File: src/rtl/netirq_pkg.sv
package netirq_pkg;

    localparam int STAT_W = 32;
    localparam int SLOT_W = 3;
    localparam int PORT_W = 2;
    localparam int POS_W  = $clog2(STAT_W);

    typedef struct packed {
        logic             valid;
        logic             hi_reg;
        logic [POS_W-1:0] base;
    } slot_map_t;

    // Placement of a slot's four port bits, per chassis variant.
    function automatic slot_map_t map_slot(input logic var_b, input logic [SLOT_W-1:0] slot);
        slot_map_t m;
        m.valid  = 1'b1;
        m.hi_reg = 1'b0;
        m.base   = '0;
        if (!var_b) begin
            case (slot)
                3'd0:    m.base = POS_W'(16);
                3'd1:    m.base = POS_W'(24);
                3'd2:    m.base = POS_W'(0);
                3'd3:    m.base = POS_W'(8);
                default: m.valid = 1'b0;
            endcase
        end else begin
            case (slot)
                3'd0:    m.hi_reg = 1'b1;
                3'd1:    m.base = POS_W'(24);
                3'd2:    m.base = POS_W'(16);
                3'd3:    m.base = POS_W'(28);
                3'd4:    m.base = POS_W'(20);
                3'd5:    m.base = POS_W'(8);
                3'd6:    m.base = POS_W'(0);
                default: m.valid = 1'b0;
            endcase
        end
        return m;
    endfunction

endpackage

File: src/rtl/netirq_decode.sv
module netirq_decode
    import netirq_pkg::*;
#(
    parameter int STW = STAT_W,
    parameter int SW  = SLOT_W,
    parameter int PW  = PORT_W
) (
    input  logic          vld_i,
    input  logic          var_b_i,
    input  logic [SW-1:0] slot_i,
    input  logic [PW-1:0] port_i,
    output logic [STW-1:0] mask_lo_o,
    output logic [STW-1:0] mask_hi_o
);
    localparam int PSW = $clog2(STW);

    slot_map_t        map;
    logic [PSW-1:0]   pos;

    always_comb begin
        map       = map_slot(var_b_i, SLOT_W'(slot_i));
        pos       = PSW'(map.base) + PSW'(port_i);
        mask_lo_o = '0;
        mask_hi_o = '0;
        if (vld_i && map.valid) begin
            if (map.hi_reg) mask_hi_o[pos] = 1'b1;
            else            mask_lo_o[pos] = 1'b1;
        end
    end
endmodule

File: src/rtl/netirq_rdmux.sv
module netirq_rdmux #(
    parameter int STW   = 32,
    parameter int SEL_W = 3
) (
    input  logic             var_b_i,
    input  logic [SEL_W-1:0] sel_i,
    input  logic [STW-1:0]   lo_i,
    input  logic [STW-1:0]   hi_i,
    output logic [STW-1:0]   data_o
);
    localparam int LANES = STW / 8;

    always_comb begin
        data_o = '0;
        if (!var_b_i) begin
            for (int k = 0; k < LANES; k++) begin
                if (int'(sel_i) == k) data_o = STW'(lo_i[STW-1-8*k -: 8]);
            end
        end else begin
            if (int'(sel_i) == LANES)     data_o = lo_i;
            if (int'(sel_i) == LANES + 1) data_o = STW'(hi_i[7:0]);
        end
    end
endmodule

File: src/rtl/netirq_agg.sv
module netirq_agg
    import netirq_pkg::*;
#(
    parameter int STW   = STAT_W,
    parameter int SW    = SLOT_W,
    parameter int PW    = PORT_W,
    parameter int SEL_W = 3
) (
    input  logic             clk,
    input  logic             rst_n,
    input  logic             variant_b_i,
    input  logic             set_vld_i,
    input  logic [SW-1:0]    set_slot_i,
    input  logic [PW-1:0]    set_port_i,
    input  logic             clr_vld_i,
    input  logic [SW-1:0]    clr_slot_i,
    input  logic [PW-1:0]    clr_port_i,
    input  logic [SEL_W-1:0] rd_sel_i,
    output logic [STW-1:0]   rd_data_o,
    output logic             irq_o
);
    typedef struct packed {
        logic [STW-1:0] lo;
        logic [STW-1:0] hi;
        logic           irq;
    } state_t;

    state_t st_d, st_q;

    logic [STW-1:0] set_lo, set_hi, clr_lo, clr_hi;
    logic [STW-1:0] stat_lo, stat_hi;

    netirq_decode #(.STW(STW), .SW(SW), .PW(PW)) u_set_dec (
        .vld_i     (set_vld_i),
        .var_b_i   (variant_b_i),
        .slot_i    (set_slot_i),
        .port_i    (set_port_i),
        .mask_lo_o (set_lo),
        .mask_hi_o (set_hi)
    );

    netirq_decode #(.STW(STW), .SW(SW), .PW(PW)) u_clr_dec (
        .vld_i     (clr_vld_i),
        .var_b_i   (variant_b_i),
        .slot_i    (clr_slot_i),
        .port_i    (clr_port_i),
        .mask_lo_o (clr_lo),
        .mask_hi_o (clr_hi)
    );

    // Next state: clear first, then OR the set so a coincident set wins.
    always_comb begin
        st_d     = st_q;
        st_d.lo  = (st_q.lo & ~clr_lo) | set_lo;
        st_d.hi  = (st_q.hi & ~clr_hi) | set_hi;
        st_d.irq = variant_b_i ? ((|st_q.lo) || (|st_q.hi)) : (|st_q.lo);
    end

    always_ff @(posedge clk or negedge rst_n) begin
        if (!rst_n) st_q <= '0;
        else        st_q <= st_d;
    end

    assign stat_lo = st_q.lo;
    assign stat_hi = st_q.hi;
    assign irq_o   = st_q.irq;

    netirq_rdmux #(.STW(STW), .SEL_W(SEL_W)) u_rdmux (
        .var_b_i (variant_b_i),
        .sel_i   (rd_sel_i),
        .lo_i    (stat_lo),
        .hi_i    (stat_hi),
        .data_o  (rd_data_o)
    );
endmodule

File: config.mk
export PLATFORM = sky130hd
export DESIGN_NAME = netirq_agg
export DESIGN_NICKNAME = d
export VERILOG_FILES = /design/src/rtl/netirq_pkg.sv /design/src/rtl/netirq_decode.sv /design/src/rtl/netirq_rdmux.sv /design/src/rtl/netirq_agg.sv
export SDC_FILE = /design/constraint.sdc
export NUM_CORES = 1
export LEC_CHECK = 0
export ABC_AREA = 0
export BUFFER_PORTS_ARGS = -buffer_cell sky130_fd_sc_hd__buf_2
export CAP_MARGIN = 15
export CORE_MARGIN = 2
export CORE_UTILIZATION = 50
export DETAILED_ROUTE_END_ITERATION = 16
export GPL_TIMING_DRIVEN = 0
export PLACE_DENSITY_LB_ADDON = 0.15
export RECOVER_POWER = 50
export SLEW_MARGIN = 30
export SYNTH_ARGS = -nofsm -noshare
export SYNTH_HDL_FRONTEND = slang
export SYNTH_SLANG_ARGS = --single-unit
File: constraint.sdc
create_clock -name clk -period 4.7 [get_ports clk]
set_input_delay 0.94 -clock clk [delete_from_list [all_inputs] [get_ports clk]]
set_output_delay 0.94 -clock clk [all_outputs]
set_load 0.005 [all_outputs]
==> reports/qor.csv <==
metric,value,unit
drv_slew,0,
wire_per_inst,17.75,µm
hp-class,reg2reg,
drtPass1Iterations,5,
cp_max_fo,10,
place_ws,1.129,ns
grt_max_degree,66,
min_period,3.612,ns
antenna_found_initial,0,
mappedNetlistArea,3312,µm²
ys_seq_elements,65,
syn_avg_cell_area,10.01,µm²
cts_buffer_depth,2,
arrival,2.67,ns
yosysTopAreaCellShare,0.4911,
synth-edff-count,0,
finalHoldViolations,0,
num_vias,2758,
grt_pass1_vias,2660,
core_region_area,6386,µm²
drive_above_1_share,0.2015,
layout_common_cells,"65 x dfrtp_1, 50 x buf_2, 49 x o21ai_0, 32 x clkbuf_1, 25 x and2_1",
crit_family,simple AND/OR/NAND/NOR gates,
ios,51,
critPathRequiredTime,3.76,ns
cts_resized,0,
synth_cell_types,49,
die_x,85.39,µm
seq_area_frac_synth,0.4911,
place_congestion,0.8704,
die_y,85.39,µm
placedInstanceArea,3636,µm²
rows,29,
finalSetupViolCount,0,
rsz0062_at_grt,false,
syn_inst,331,
area_delta_synth_final,17.15,%
layout_commonest_cell,dfrtp_1,
syn_nets,351,
fin_skew,0.007743,ns
postCtsSetupBuffers,0,
synth_flop_cell,dfrtp_1,
synthArstFlopShare,1.000,
tightest_slew,0.7916,ns
grt_usage,0.2459,
htreeDepth,3,
cts_buffers,9,
fin_util,0.6076,
drt_iter0_markers,201,
start_kind,input port,
via_per_inst,5.881,
path_clk_slew,0.07,ns
ir_worst_vdd,0.0002256,V
finalInstanceArea,3880,µm²
crit_path_end_kind,output port,
path_common_cell,buf_2,
worstSetupPathType,in2out,
cap_viol_max_count,0,
drc,0,
ant_nets,0,
fmax,0.2768,GHz
cp_slowest_cell,nor2_1,
crit_chain,buf_2 > buf_2 > nand3b_1 > nor2_1 > clkbuf_1 > and2_1 > buf_2,
layout_setup_ws,1.088,ns
status,"complete, no violations",
yosys.area.top_type,dfrtp_1,
yosys_warnings,0,
synthTopCellsByArea,"dfrtp_1 49%, o21ai_0 7.4%, mux4_2 5.4%",
critical-path-max-stage-delay,0.40,ns
clock_latency,0.34,ns
cts.sinks,65,
diodes,0,
cts_hold_buf,0,
fin_setup_tns,0,ns
drt_wl_total,8.323,mm
initial_core_util,0.5186,
grt_pass1_wl,13.77,mm
p_leak,1.849,nW
crit_buf_inv,4,
n_fill_cell,559,
dp_hpwl,6.225,mm
nets,407,
dieArea,7291,µm²
period_share,0.7686,
root_buffer,clkbuf_8,
p_total,1.493,mW
p_per_area,384.8,nW/µm²
overflow,0,
relSlewSlack,0.4723,
portBuffers,45,
tritoncts,built,
worst reg2reg max path, delay by kind of cell (launching register included):
family / cells / cell delay (ns)
flops: 1 / 0.45
simple gates: 3 / 0.57
compound gates: 1 / 0.17
synthesized netlist by cell type, types with 2 or more instances:
library cell and number:
dfrtp_1 65, o21ai_0 49, clkbuf_1 31, and2_1 25, nor4_1 16, inv_1 14, nand2_1 11, nor2_1 9
a21o_1 8, mux2i_1 8, mux4_2 8, o21ai_1 8, o22ai_1 8, buf_2 6, nand2b_1 6, nand4_1 5
nor2b_1 5, o21bai_1 4, nand3_1 3, nor3b_1 3, o2111ai_1 3, or2_1 3, a211o_1 2, and3b_1 2
ha_1 2, nand3b_1 2, o31ai_1 2, or2_2 2
layout make-up:
class                   instances  area, µm²  area share
well taps                      77      96.34     0.02483
repair buffers                 45      227.7     0.05869
multi-input cells             214       1475      0.3802
plain buffers                  38      157.7     0.04063
clock buffers                  10      127.6     0.03289
flip-flops and latches         65       1627      0.4192
clock inverters                 6      116.4     0.02999
inverters                      14      52.55     0.01354
path summary, 6_finish.rpt:
check	start	end	slack, ns	depth (start not counted)
min	stat_hi[15]$_DFF_PN0_	stat_hi[15]$_DFF_PN0_	0.46	1
min in group asynchronous	rst_n	stat_lo[30]$_DFF_PN0_	0.67	1
max in group asynchronous	rst_n	stat_lo[6]$_DFF_PN0_	3.49	1
max	variant_b_i	rd_data_o[24]	1.09	7
max reg2reg	stat_hi[1]$_DFF_PN0_	irq_o$_DFF_PN0_	3.42	4
min reg2reg	stat_hi[15]$_DFF_PN0_	stat_hi[15]$_DFF_PN0_	0.46	1
registers in the layout (all words and copies together) (netlist names):
name and flops:
irq_o 1, stat_lo 32, stat_hi 32
routing by layer:
metal	wire length (µm)	part of all wire	global-route usage
met5	0	0	0
met4	91	0.011	0.07215
met3	619	0.074	0.05934
met2	3853	0.46	0.3693
met1	3759	0.45	0.3573
through the flow:
step	hold slack [ns]	std cells
6_report	0.4580	469
5_1_grt	0.4814	469
4_1_cts	0.4645	469
3_5_place_dp	0.4473	453
3_3_place_gp	0.4409	453
2_1_floorplan	0.4294	331
kinds of logic after synthesis:
group	Yosys count	synth area share
buf+inv	52	0.06347
fa+ha+maj	2	0.007555
flops	65	0.4911
compound gates	94	0.1719
mux	16	0.07858
xor+xnor	2	0.005290
simple gates	100	0.1821
power by group:
group	switching [mW]	leakage (nW)	internal [mW]	total, mW
sequential	0.0784	0.859	0.622	0.701
combinational	0.117	0.870	0.106	0.222
clock	0.215	0.121	0.355	0.570
(Power assumes the default switching activity.)
